File: src/rtl/sync_mode_pkg.sv
package sync_mode_pkg;

    typedef enum logic [1:0] {
        ST_IDLE     = 2'd0,
        ST_NORM_LOW = 2'd1,
        ST_ENH_LOW  = 2'd2
    } sync_state_e;

    // Bit order matches control byte bits 6:3 (enable is the lowest).
    typedef struct packed {
        logic hd_mask;
        logic vd_mask;
        logic v_run;
        logic enh_en;
    } sync_cfg_t;

endpackage

File: src/rtl/sync_edge.sv
module sync_edge #(
    parameter int STAGES = 2
) (
    input  logic clk,
    input  logic rst_n,
    input  logic async_n,
    output logic level,
    output logic fall,
    output logic rise
);
    logic [STAGES-1:0] chain;
    logic              level_d;

    always_ff @(posedge clk or negedge rst_n) begin
        if (!rst_n) begin
            chain   <= '1;
            level_d <= 1'b1;
        end else begin
            chain   <= {chain[STAGES-2:0], async_n};
            level_d <= chain[STAGES-1];
        end
    end

    assign level = chain[STAGES-1];
    assign fall  = level_d & ~level;
    assign rise  = ~level_d & level;
endmodule

File: src/rtl/sync_fsm.sv
module sync_fsm
    import sync_mode_pkg::*;
(
    input  logic        clk,
    input  logic        rst_n,
    input  logic        fall,
    input  logic        rise,
    input  sync_cfg_t   cfg_in,
    output sync_state_e state,
    output sync_cfg_t   snap,
    output logic        ctr_rst
);
    sync_state_e nxt;
    logic        pulse;

    always_comb begin
        nxt   = state;
        pulse = 1'b0;
        unique case (state)
            ST_IDLE: begin
                if (fall) begin
                    if (cfg_in.enh_en) begin
                        nxt   = ST_ENH_LOW;   // ENTER_ENH
                        pulse = 1'b1;
                    end else begin
                        nxt   = ST_NORM_LOW;  // ENTER_NORM
                    end
                end
            end
            ST_NORM_LOW: begin
                if (rise) begin
                    nxt   = ST_IDLE;          // LEAVE_NORM
                    pulse = 1'b1;
                end
            end
            ST_ENH_LOW: begin
                if (rise) begin
                    nxt   = ST_IDLE;          // LEAVE_ENH
                    pulse = 1'b1;
                end
            end
            default: nxt = ST_IDLE;
        endcase
    end

    // State register and configuration capture
    always_ff @(posedge clk or negedge rst_n) begin
        if (!rst_n) begin
            state <= ST_IDLE;
            snap  <= '0;
        end else begin
            state <= nxt;
            if (state == ST_IDLE && fall) begin
                snap <= cfg_in;
            end
        end
    end

    // Output register
    always_ff @(posedge clk or negedge rst_n) begin
        if (!rst_n) begin
            ctr_rst <= 1'b0;
        end else begin
            ctr_rst <= pulse;
        end
    end
endmodule

File: src/rtl/out_gate.sv
module out_gate
    import sync_mode_pkg::*;
#(
    parameter int NV  = 4,
    parameter int NSG = 2
) (
    input  logic            active,
    input  sync_cfg_t       snap,
    input  logic [NV-1:0]   seq0_pol,
    input  logic [NV-1:0]   v_req,
    input  logic [NSG-1:0]  vsg_req,
    input  logic            vd_req,
    input  logic            hd_req,
    input  logic            scp0_req,
    output logic [NV-1:0]   v_out,
    output logic [NSG-1:0]  vsg_out,
    output logic            vd_out,
    output logic            hd_out,
    output logic            scp0_out
);
    logic hold;
    assign hold = active & ~snap.v_run;

    for (genvar g = 0; g < NV; g++) begin : g_v
        assign v_out[g] = hold ? seq0_pol[g] : v_req[g];
    end

    for (genvar s = 0; s < NSG; s++) begin : g_sg
        assign vsg_out[s] = vsg_req[s] & ~hold;
    end

    assign vd_out   = vd_req & ~(active & snap.vd_mask);
    assign hd_out   = hd_req & ~(active & snap.hd_mask);
    assign scp0_out = scp0_req & ~active;
endmodule

File: src/rtl/sync_mode_ctrl.sv
module sync_mode_ctrl
    import sync_mode_pkg::*;
#(
    parameter int NV          = 4,
    parameter int NSG         = 2,
    parameter int SYNC_STAGES = 2
) (
    input  logic            clk,
    input  logic            rst_n,
    input  logic            sync_n,
    input  logic [3:0]      mode_cfg,
    input  logic [NV-1:0]   seq0_pol,
    input  logic [NV-1:0]   v_req,
    input  logic [NSG-1:0]  vsg_req,
    input  logic            vd_req,
    input  logic            hd_req,
    input  logic            scp0_req,
    output logic [NV-1:0]   v_out,
    output logic [NSG-1:0]  vsg_out,
    output logic            vd_out,
    output logic            hd_out,
    output logic            scp0_out,
    output logic            ctr_rst,
    output logic            sync_active
);
    logic        sync_lvl;
    logic        sync_fall;
    logic        sync_rise;
    sync_state_e state;
    sync_cfg_t   snap_cfg;
    sync_cfg_t   cfg_in;
    logic        unused_lvl;

    assign cfg_in     = sync_cfg_t'(mode_cfg);
    assign unused_lvl = sync_lvl;

    sync_edge #(.STAGES(SYNC_STAGES)) u_edge (
        .clk     (clk),
        .rst_n   (rst_n),
        .async_n (sync_n),
        .level   (sync_lvl),
        .fall    (sync_fall),
        .rise    (sync_rise)
    );

    sync_fsm u_fsm (
        .clk     (clk),
        .rst_n   (rst_n),
        .fall    (sync_fall),
        .rise    (sync_rise),
        .cfg_in  (cfg_in),
        .state   (state),
        .snap    (snap_cfg),
        .ctr_rst (ctr_rst)
    );

    assign sync_active = (state == ST_ENH_LOW);

    out_gate #(.NV(NV), .NSG(NSG)) u_gate (
        .active   (sync_active),
        .snap     (snap_cfg),
        .seq0_pol (seq0_pol),
        .v_req    (v_req),
        .vsg_req  (vsg_req),
        .vd_req   (vd_req),
        .hd_req   (hd_req),
        .scp0_req (scp0_req),
        .v_out    (v_out),
        .vsg_out  (vsg_out),
        .vd_out   (vd_out),
        .hd_out   (hd_out),
        .scp0_out (scp0_out)
    );
endmodule

File: config.mk
export PLATFORM = sky130hd
export DESIGN_NAME = sync_mode_ctrl
export DESIGN_NICKNAME = d
export VERILOG_FILES = /design/src/rtl/sync_mode_pkg.sv /design/src/rtl/sync_edge.sv /design/src/rtl/sync_fsm.sv /design/src/rtl/out_gate.sv /design/src/rtl/sync_mode_ctrl.sv
export SDC_FILE = /design/constraint.sdc
export NUM_CORES = 1
export LEC_CHECK = 0
export ABC_AREA = 1
export BUFFER_PORTS_ARGS = -buffer_cell sky130_fd_sc_hd__buf_2
export CORE_AREA = 2 2 39 41
export DETAILED_ROUTE_END_ITERATION = 6
export DIE_AREA = 0 0 41 43
export PLACE_DENSITY_LB_ADDON = 0.3
export SLEW_MARGIN = 20
export SYNTH_ARGS = -nofsm -noshare
export SYNTH_HDL_FRONTEND = slang
export SYNTH_SLANG_ARGS = --single-unit
File: constraint.sdc
create_clock -name clk -period 1.4 [get_ports clk]
set_input_delay 0.28 -clock clk [delete_from_list [all_inputs] [get_ports clk]]
set_output_delay 0.28 -clock clk [all_outputs]
set_load 0.03 [all_outputs]
==> results of run 1 <==
[final timing paths]
| check | slack, ns | endpoint | start | cells after the start |
|---|---|---|---|---|
| worst min-delay path | 0.13 | u_edge.chain[0]$_DFF_PN1_ | sync_n | 1 |
| min in group asynchronous | 0.40 | u_fsm.state[0]$_DFFE_PN0P_ | rst_n | 2 |
| worst min register to register | 0.35 | u_edge.chain[1]$_DFF_PN1_ | u_edge.chain[0]$_DFF_PN1_ | 0 |
| max in group asynchronous | 0.75 | u_edge.level_d$_DFF_PN1_ | rst_n | 2 |
| worst max register to register | 0.10 | u_fsm.state[1]$_DFFE_PN0P_ | u_fsm.state[1]$_DFFE_PN0P_ | 8 |
| worst max-delay path | -0.22 | v_out[0] | u_fsm.state[0]$_DFFE_PN0P_ | 8 |
[kinds of logic after synthesis]
kind of cell | count (synthesis)
AOI/OAI and AO/OA | 3
adders and majority gates | 3
buffers and inverters | 10
DFF | 9
and+or+nand+nor | 40
[timing repair]
| item | in CTS | in global routing |
|---|---|---|
| setup endpoints to repair | 10 | 10 |
| hold endpoints to repair | 6 | 0 |
| pin swaps | 4 | 6 |
| buffers inserted | 2 | 1 |
| resized for setup | 24 | 5 |
| hold buffers | 1 | 0 |
[final cells by class]
class / instances / area, um2
clock buffers: 4 / 26.3
inverters: 10 / 37.5
well taps: 16 / 20.0
flip-flops and latches: 9 / 229
multi-input cells: 46 / 299
repair buffers: 37 / 260
fillers: 130 / 512
[synth_stat cells, drive strengths merged]
library cell / instances
a21boi: 2
a21oi: 1
dfrtp: 6
dfstp: 3
ha: 3
inv: 10
nand2: 31
nand3: 3
nand4: 1
nor2: 5
[per-layer routing]
layer  up-vias  global-route usage [%]
met2        25                    23.8
li1        277                       -
met4         0                    12.0
met1       237                    13.2
met3         4                    2.09
met5         -                       0
[sequential cells by signal, summed over array words and instances (netlist names)]
name / cells
u_fsm.ctr_rst: 1
u_fsm.snap: 3
u_edge.chain: 2
u_edge.level_d: 1
u_fsm.state: 2
[critical path, stage by stage, from the launching register on]
cell and delay [ns]:
dfrtp_1 0.38, inv_2 0.07, ha_4 0.12, inv_2 0.04, nor2_4 0.13, inv_2 0.08
nand2_2 0.09, nand2_4 0.04, buf_6 0.13
[placed cells by master (no fill, tap or decap), drive strengths merged]
cell,instances
buf,36
nand2,31
inv,10
dfrtp,6
nor2,5
clkbuf,4
dfstp,3
nand3,3
ha,3
a21boi,2
nand4,1
a21oi,1
dlygate4sd3,1
[per-stage QoR]
stage	setup slack, ns	instance area (um2)	setup TNS, ns	hold WS (ns)
2_1_floorplan	-0.0331	523	-0.0662	-0.0156
3_3_place_gp	0.0175	723	0	0.135
3_5_place_dp	-0.0185	723	-0.0185	0.138
4_1_cts	-0.253	851	-2.21	0.116
5_1_grt	-0.292	872	-2.22	0.117
6_report	-0.217	872	-1.59	0.126
[power groups by stage]
stage	registers, mW	clock network [mW]	logic, mW
floorplan	0.406	0	0.378
global placement	0.385	0	0.566
detailed placement	0.388	0	0.573
CTS	0.391	0.198	0.696
global route	0.397	0.206	0.800
finish	0.389	0.189	0.728
==> results by group, run 1 <==
Outcome
  • Status: finished with violations
  • Violated checks: negative setup slack

Worst setup path
  • Startpoint Class: flip-flop
  • WP data arrival: 1.34 ns
  • Crit path max fanout: 6
  • CP endpoint kind: output pin
  • CP required: 1.12 ns
  • CP Class: flip-flop to output pin

Detailed routing
  • DRT iter0 DRCs: 4
  • Wl on met1: 388 um
  • Met2 WL post-DR: 558 um
  • DRT Pass-1 Iters: 3
  • Drt wl/cell: 8.78 um
  • Post-Route WL: 1.07 mm
  • Top layer in use: met4
  • DRC: 0
  • WL met3: 94 um
  • Via/cell ratio: 4.45
  • Final antenna-violating net count: 0
  • Via count: 543

Clock network
  • Clock Latency Late Sink: 0.25 ns
  • Clk slew on worst S/H paths: 0.06 ns
  • TritonCTS clock tree: done
  • H-tree levels: 1
  • CTS sink cnt: 9
  • CTS root buf: clkbuf_4
  • Inserted Clock Buffers: 3
  • CTS Buffer Depth: 2

Place
  • GPL Wtd Cong: 0.833
  • I/O Buffers: 30
  • HPWL reported at the end of detailed placement: 839 um
  • Post-Place Cells: 115

Flow run
  • Max_cap viols: 0

Timing
  • Final worst setup slack: -0.217 ns
  • Fmax: 0.618 GHz
  • Pins Over Slew Limit: 0
  • Unrepaired setup endpoints after global routing: true
  • Final Cycle Share: 115%
  • Hold Fails Final Rpt: 0
  • Final Skew: 0.00263 ns
  • Worst relative slew slack: 86.8%
  • Fin crit period: 1.62 ns
  • # setup viols final: 9
  • Tightest Pin Transition: 0.197 ns

Synth
  • Synthesized instance count: 65
  • Post-synth top area cell: dfrtp_1
  • Avg Cell Area, Syn: 7.62 um2
  • Synth Area in XOR/XNOR: 0%
  • Synth top area share: 30.3%
  • YS warnings: 0
  • Synth Area in Simple Gates: 34.6%
  • Synth area leaders: dfrtp_1 30%, nand2_1 23%, dfstp_2 16%, ha_1 7.6%, inv_1 5.3%
  • Post-synthesis adder-cell area fraction: 7.58%
  • Post-synthesis compound-gate area fraction: 4.04%
  • Largest family of logic cells by synthesized area: simple AND/OR/NAND/NOR gates
  • Synth cell types: 14
  • Register area share after synthesis: 46.2%
  • Post-synthesis mux area share: 0%
  • Syn Std Cell Area: 495 um2
  • Synth Register Bits: 9
  • Synthesized Nets: 88

Hold path
  • Hold/Removal Path Class: primary input to flip-flop

Die
  • Full die area: 0.00176 mm2
  • Die width: 41 um
  • Core Region: 0.00138 mm2
  • I/O Pins: 31
  • Die Y: 43 um
  • Initial core utilization: 35.8%
  • Std-Cell Rows: 14

Global routing
  • Initial antenna violation count: 0
  • Vias in the first global route: 422
  • Remaining Overflow, GRT: 0
  • Largest net degree at the start of global routing: 10
  • First-pass GRT wire length: 1.56 mm
  • Total GRT Usage: 14.0%

Power
  • Combinational power share: 55.8%
  • Clk pwr share: 14.4%
  • Maximum vdd drop: 0.656 mV
  • LEAKAGE: 0.479 nW
  • Power, Total: 1.31 mW
  • Internal cell power: 0.772 mW
  • Cell Pwr Density: 1500 mW/mm2
  • Switch Pwr: 0.534 mW
  • Switching share of total power: 40.9%
  • Sequential Power Share: 29.8%

Cells and area
  • Post-route core utilization: 63.0%
  • Ant. Diodes: 0
  • Non-Filler Instances: 122
  • Layout cell share with drive strength beyond 1: 57.5%
  • Area grow syn2layout: 76.0%
  • Nets: 130
Power figures use the tool's default switching activity.
==> inputs of run 2 (changes only) <==
Settings changed: PLACE_DENSITY_LB_ADDON 0.3 to 0.2.
==> results by group, run 2 (synthesis results as in run 1) <==
Clock network
  • Clk slew on worst S/H paths: 0.06 ns (about the same)
  • CTS root buf: clkbuf_4 (unchanged)
  • Inserted Clock Buffers: 3 (unchanged)
  • H-tree levels: 1 (unchanged)
  • TritonCTS clock tree: done (unchanged)
  • CTS Buffer Depth: 2 (unchanged)
  • Clock Latency Late Sink: 0.26 ns (was 0.25 ns)
  • CTS sink cnt: 9 (unchanged)

Power
  • LEAKAGE: 0.480 nW (was 0.479 nW)
  • Internal cell power: 0.747 mW (was 0.772 mW)
  • Sequential Power Share: 30.5% (was 29.8%)
  • Maximum vdd drop: 0.758 mV (was 0.656 mV)
  • Power, Total: 1.28 mW (was 1.31 mW)
  • Switching share of total power: 41.5% (was 40.9%)
  • Clk pwr share: 15.8% (was 14.4%)
  • Combinational power share: 53.7% (was 55.8%)
  • Switch Pwr: 0.531 mW (was 0.534 mW)
  • Cell Pwr Density: 1520 mW/mm2 (was 1500 mW/mm2)

Die
  • Core Region: 0.00138 mm2 (unchanged)
  • Die width: 41 um (unchanged)
  • Initial core utilization: 35.8% (unchanged)
  • I/O Pins: 31 (unchanged)
  • Die Y: 43 um (unchanged)
  • Full die area: 0.00176 mm2 (unchanged)
  • Std-Cell Rows: 14 (unchanged)

Cells and area
  • Top flop regs: u_fsm.snap: 3 flops, u_edge.chain: 2 flops, u_fsm.state: 2 flops (unchanged)
  • Non-Filler Instances: 123 (was 122)
  • Ant. Diodes: 0 (unchanged)
  • Area grow syn2layout: 70.2% (was 76.0%)
  • Max reg flops: 3 (unchanged)
  • Largest reg by FF count: u_fsm.snap (unchanged)
  • Commonest non-fill, non-tap cells in the layout: 25 x nand2_1, 20 x buf_2, 10 x buf_4 (was 23 x nand2_1, 20 x buf_2, 8 x buf_6, 8 x buf_4, 7 x nand2_2)
  • Layout cell share with drive strength beyond 1: 54.2% (was 57.5%)
  • Commonest non-fill, non-tap cell in the layout: nand2_1 (unchanged)
  • Post-route core utilization: 60.9% (was 63.0%)
  • Nets: 131 (was 130)

Timing
  • Unrepaired setup endpoints after global routing: true (unchanged)
  • # setup viols final: 10 (was 9)
  • Hold Fails Final Rpt: 0 (unchanged)
  • Final worst setup slack: -0.239 ns (was -0.217 ns)
  • Fin crit period: 1.64 ns (was 1.62 ns)
  • Fmax: 0.610 GHz (was 0.618 GHz)
  • Final Skew: 0.00485 ns (was 0.00263 ns)
  • Tightest Pin Transition: 0.197 ns (about the same)
  • Worst relative slew slack: 86.8% (about the same)
  • Final Cycle Share: 117% (was 115%)
  • Pins Over Slew Limit: 0 (unchanged)

Place
  • GPL Wtd Cong: 0.778 (was 0.833)
  • Post-Place Cells: 115 (unchanged)
  • I/O Buffers: 30 (unchanged)
  • HPWL reported at the end of detailed placement: 857 um (was 839 um)

Detailed routing
  • Via/cell ratio: 4.33 (was 4.45)
  • Drt wl/cell: 9.40 um (was 8.78 um)
  • Post-Route WL: 1.16 mm (was 1.07 mm)
  • Via count: 532 (was 543)
  • DRC: 0 (unchanged)
  • DRT Pass-1 Iters: 3 (unchanged)
  • Final antenna-violating net count: 0 (unchanged)
  • DRT iter0 DRCs: 4 (unchanged)

Outcome
  • Violated checks: negative setup slack (unchanged)
  • Status: finished with violations (unchanged)

Worst setup path
  • Crit path max fanout: 6 (unchanged)
  • Reg-to-Reg Start: u_fsm.state[1]$_DFFE_PN0P_ (unchanged)
  • CP Class: flip-flop to output pin (unchanged)
  • WP data arrival: 1.36 ns (was 1.34 ns)
  • Startpoint Class: flip-flop (unchanged)
  • RR Endpoint: u_fsm.state[1]$_DFFE_PN0P_ (unchanged)
  • CP endpoint kind: output pin (unchanged)
  • Worst reg2reg setup slack: 0.13 ns (was 0.10 ns)
  • Worst setup startpoint: u_fsm.state[0]$_DFFE_PN0P_ (unchanged)
  • R2R depth: 7 (was 8)
  • CP required: 1.12 ns (about the same)
  • End of the critical path: v_out[0] (unchanged)

Global routing
  • Vias in the first global route: 471 (was 422)
  • Initial antenna violation count: 0 (unchanged)
  • Remaining Overflow, GRT: 0 (unchanged)
  • Total GRT Usage: 14.5% (was 14.0%)
  • Largest net degree at the start of global routing: 10 (unchanged)
  • First-pass GRT wire length: 1.75 mm (was 1.56 mm)

Flow run
  • Max_cap viols: 0 (unchanged)

Hold path
  • Hold Path Origin: sync_n (unchanged)
  • Hold/Removal Path Class: primary input to flip-flop (unchanged)
## run 2: changes by cell type in the layout (fill, tap and decap cells not counted)
| cell | change |
|---|---|
| nand2_2 | -2 |
| nand3_2 | +1 |
| nand3_4 | -1 |
| nor2_4 | -1 |
| ha_1 | +1 |
| nor2_1 | +1 |
| ha_4 | -1 |
| buf_4 | +2 |
| buf_6 | -1 |
| nand2_1 | +2 |
## run 2: timing repair
action	in CTS	in global routing
setup endpoints to repair	10	10
endpoints found under the hold margin	6	0
resized for setup	16	4
pin swaps	4	1
buffers inserted	1	2
hold buffers	1	0
## run 2: critical path, cell delays in order (launching register included)
cell,delay [ns]
dfrtp_1,0.39
inv_2,0.08
ha_4,0.13
inv_2,0.04
nor2_4,0.13
inv_2,0.07
nand2_2,0.09
nand2_4,0.04
buf_6,0.13
## run 2: per-stage QoR
stage	setup WS (ns)	cell area (um2)	hold WS, ns	setup TNS, ns
after floorplan	-0.0331	523	-0.0156	-0.0662
final	-0.239	843	0.112	-1.82
after detailed placement	-0.0191	723	0.139	-0.0191
after global routing	-0.325	843	0.0961	-2.54
after global placement	0.0200	723	0.137	0
after CTS	-0.261	813	0.110	-2.01
## run 2: cell type report
class | instances | area [um2]
clock buffer | 4 | 26.3
sequential | 9 | 229
fill | 126 | 541
multi-input combinational | 46 | 267
timing repair buffer | 38 | 264
inverter | 10 | 37.5
tap | 16 | 20.0
## run 2: worst min path at each step
stage | to | slack [ns] | depth (start not counted)
after detailed placement | u_fsm.ctr_rst$_DFF_PN0_ | 0.14 | 1
after floorplan | u_fsm.ctr_rst$_DFF_PN0_ | -0.02 | 0
after global placement | u_fsm.ctr_rst$_DFF_PN0_ | 0.14 | 1
after global routing | u_edge.chain[0]$_DFF_PN1_ | 0.1 | 1
final | u_edge.chain[0]$_DFF_PN1_ | 0.11 | 1
after CTS | u_edge.chain[0]$_DFF_PN1_ | 0.11 | 1
## run 2: power by group through the flow
stage | combinational [mW] | sequential, mW | clock [mW]
2_1_floorplan | 0.378 | 0.406 | 0
3_3_place_gp | 0.567 | 0.385 | 0
3_5_place_dp | 0.574 | 0.388 | 0
4_1_cts | 0.656 | 0.385 | 0.205
5_1_grt | 0.757 | 0.398 | 0.222
6_report | 0.687 | 0.390 | 0.201
## run 2: layer usage
metal,wire (um),global-route usage [%]
met1,468,16.6
met4,45,8.00
met5,0,0
met2,559,24.4
met3,83,1.57
==> inputs of run 3 (changes only) <==
Settings changed: CORE_AREA 2 2 39 41 to default, CORE_MARGIN from default to 2, CORE_UTILIZATION from default to 41, DIE_AREA 0 0 41 43 to default, SYNTH_HIERARCHICAL from default to 1.
Clock period 1.4 ns to 1.7 ns, I/O delays scaled along.
==> results by group, run 3 <==
Power
  • Power, Total: 1.03 mW (was 1.28 mW)
  • Clk pwr share: 15.7% (was 15.8%)
  • LEAKAGE: 0.469 nW (was 0.480 nW)
  • Switching share of total power: 43.8% (was 41.5%)
  • Switch Pwr: 0.449 mW (was 0.531 mW)
  • Maximum vdd drop: 0.695 mV (was 0.758 mV)
  • Internal cell power: 0.577 mW (was 0.747 mW)
  • Cell Pwr Density: 1290 mW/mm2 (was 1520 mW/mm2)
  • Sequential Power Share: 31.1% (was 30.5%)
  • Combinational power share: 53.3% (was 53.7%)

Timing
  • # setup viols final: 0 (was 10)
  • Final Cycle Share: 98.1%
  • Final Skew: 0.00217 ns (was 0.00485 ns)
  • Worst relative slew slack: 84.3% (was 86.8%)
  • Hold Fails Final Rpt: 0 (unchanged)
  • Unrepaired setup endpoints after global routing: true (unchanged)
  • WHS: 0.180 ns (was 0.112 ns)
  • Final setup TNS: 0 ns (was -1.82 ns)
  • Fmax: 0.600 GHz
  • Fin crit period: 1.67 ns
  • Tightest Pin Transition: 0.235 ns (was 0.197 ns)
  • Pins Over Slew Limit: 0 (unchanged)

Global routing
  • Vias in the first global route: 467 (was 471)
  • Remaining Overflow, GRT: 0 (unchanged)
  • Largest net degree at the start of global routing: 10 (unchanged)
  • First-pass GRT wire length: 1.71 mm (was 1.75 mm)
  • Total GRT Usage: 17.0% (was 14.5%)
  • Initial antenna violation count: 0 (unchanged)

Outcome
  • Status: complete, no violations (was finished with violations)

Worst setup path
  • Startpoint Class: flip-flop (unchanged)
  • CP Class: flip-flop to output pin (unchanged)
  • CP required: 1.36 ns (was 1.12 ns)
  • Reg-to-Reg Start: u_fsm/state[0]$_DFFE_PN0P_ (was u_fsm.state[1]$_DFFE_PN0P_)
  • R2R depth: 6 (was 7)
  • RR Endpoint: u_fsm/state[1]$_DFFE_PN0P_ (was u_fsm.state[1]$_DFFE_PN0P_)
  • Crit path max fanout: 7 (was 6)
  • CP endpoint kind: output pin (unchanged)
  • WP data arrival: 1.33 ns (was 1.36 ns)
  • Worst reg2reg setup slack: 0.48 ns (was 0.13 ns)

Synth
  • YS warnings: 6 (was 0)
  • Syn Std Cell Area: 515 um2 (was 495 um2)
  • Avg Cell Area, Syn: 7.47 um2 (was 7.62 um2)
  • Synthesized instance count: 69 (was 65)
  • Synthesized Nets: 91 (was 88)

Detailed routing
  • Post-Route WL: 1.30 mm (was 1.16 mm)
  • Final antenna-violating net count: 0 (unchanged)
  • DRT iter0 DRCs: 5 (was 4)
  • Via/cell ratio: 4.65 (was 4.33)
  • DRT Pass-1 Iters: 4 (was 3)
  • Drt wl/cell: 10.8 um (was 9.40 um)
  • DRC: 0 (unchanged)
  • Via count: 558 (was 532)

Clock network
  • CTS root buf: clkbuf_4 (unchanged)
  • Clk slew on worst S/H paths: 0.06 ns (about the same)
  • Inserted Clock Buffers: 3 (unchanged)
  • CTS Buffer Depth: 2 (unchanged)
  • H-tree levels: 1 (unchanged)
  • Clock Latency Late Sink: 0.26 ns (about the same)
  • TritonCTS clock tree: done (unchanged)
  • CTS sink cnt: 9 (unchanged)

Place
  • Post-Place Cells: 112 (was 115)
  • HPWL reported at the end of detailed placement: 973 um (was 857 um)
  • I/O Buffers: 30 (unchanged)
  • GPL Wtd Cong: 0.730 (was 0.778)

Cells and area
  • Max reg flops: 3 (unchanged)
  • Post-route core utilization: 69.6% (was 60.9%)
  • Largest reg by FF count: u_fsm/snap (was u_fsm.snap)
  • Commonest non-fill, non-tap cells in the layout: 24 x buf_2, 21 x nand2_1, 10 x inv_1 (was 25 x nand2_1, 20 x buf_2, 10 x buf_4)
  • Layout cell share with drive strength beyond 1: 50.0% (was 54.2%)
  • Top flop regs: u_fsm/snap: 3 flops, u_edge/chain: 2 flops, u_fsm/state: 2 flops (was u_fsm.snap: 3 flops, u_edge.chain: 2 flops, u_fsm.state: 2 flops)
  • Area grow syn2layout: 54.1% (was 70.2%)
  • Nets: 129 (was 131)
  • Ant. Diodes: 0 (unchanged)
  • Non-Filler Instances: 120 (was 123)
  • Commonest non-fill, non-tap cell in the layout: buf_2 (was nand2_1)

Flow run
  • Max_cap viols: 0 (unchanged)

Die
  • Die Y: 39.5 um (was 43 um)
  • Std-Cell Rows: 12 (was 14)
  • Core Region: 0.00114 mm2 (was 0.00138 mm2)
  • Full die area: 0.00156 mm2 (was 0.00176 mm2)
  • Die width: 39.5 um (was 41 um)
  • I/O Pins: 31 (unchanged)
  • Initial core utilization: 45.2% (was 35.8%)

Hold path
  • Hold Path Origin: sync_n (unchanged)
  • Hold endpoint: u_edge/chain[0]$_DFF_PN1_ (was u_edge.chain[0]$_DFF_PN1_)
  • Worst hold path depth: 1 (unchanged)
  • Hold/Removal Path Class: primary input to flip-flop (unchanged)
## run 3: cell type report
cell class / count / area (um2)
Clock buffer: 4 / 26.3
Fill cell: 106 / 347
Inverter: 13 / 51.3
Multi-Input combinational cell: 46 / 246
Sequential cell: 9 / 229
Tap cell: 14 / 17.5
Timing Repair Buffer: 34 / 224
## run 3: routing by layer
| metal | vias up | GRT usage (%) | share of wire [%] |
|---|---|---|---|
| met5 | - | 0 | 0 |
| met4 | 0 | 10.3 | 1.9 |
| met3 | 3 | 1.70 | 5.1 |
| met2 | 21 | 34.4 | 57 |
| met1 | 253 | 15.3 | 36 |
| li1 | 281 | - | - |
## run 3: worst max-delay path by stage
stage,start,end,slack (ns),cells past startpoint
floorplan,u_fsm/state[0]$_DFFE_PN0P_,v_out[0],0.14,4
global placement,u_fsm/state[0]$_DFFE_PN0P_,v_out[2],0.22,4
detailed placement,u_fsm/state[1]$_DFFE_PN0P_,v_out[3],0.16,5
CTS,u_fsm/state[1]$_DFFE_PN0P_,v_out[3],0.01,5
global route,u_fsm/state[1]$_DFFE_PN0P_,v_out[1],-0.03,6
finish,u_fsm/state[1]$_DFFE_PN0P_,v_out[1],0.03,6
## run 3: through the flow
| step | setup WS, ns | cell area [um2] |
|---|---|---|
| 2_1_floorplan | 0.141 | 515 |
| 3_3_place_gp | 0.222 | 672 |
| 3_5_place_dp | 0.164 | 672 |
| 4_1_cts | 0.0138 | 713 |
| 5_1_grt | -0.0303 | 795 |
| 6_report | 0.0323 | 795 |
## run 3: worst max-delay path, stage by stage, from the launching register on
cell	delay, ns
dfrtp_1	0.40
inv_2	0.06
nor2_4	0.23
nand2_4	0.12
nand2_2	0.08
nand2_2	0.05
buf_6	0.13
## run 3: power by group through the flow
stage / clock network (mW) / registers (mW) / logic (mW)
after floorplan: 0 / 0.325 / 0.319
after global placement: 0 / 0.312 / 0.428
after detailed placement: 0 / 0.320 / 0.441
after CTS: 0.162 / 0.319 / 0.450
after global routing: 0.176 / 0.326 / 0.595
final: 0.161 / 0.319 / 0.547
## run 3: timing repair
item | in CTS | in global routing
endpoints found under the hold margin | 6 | 0
pin swaps | 0 | 1
setup buffers | 0 | 3
hold buffers | 1 | 0
resized for setup | 1 | 26
setup endpoints to repair | 7 | 6
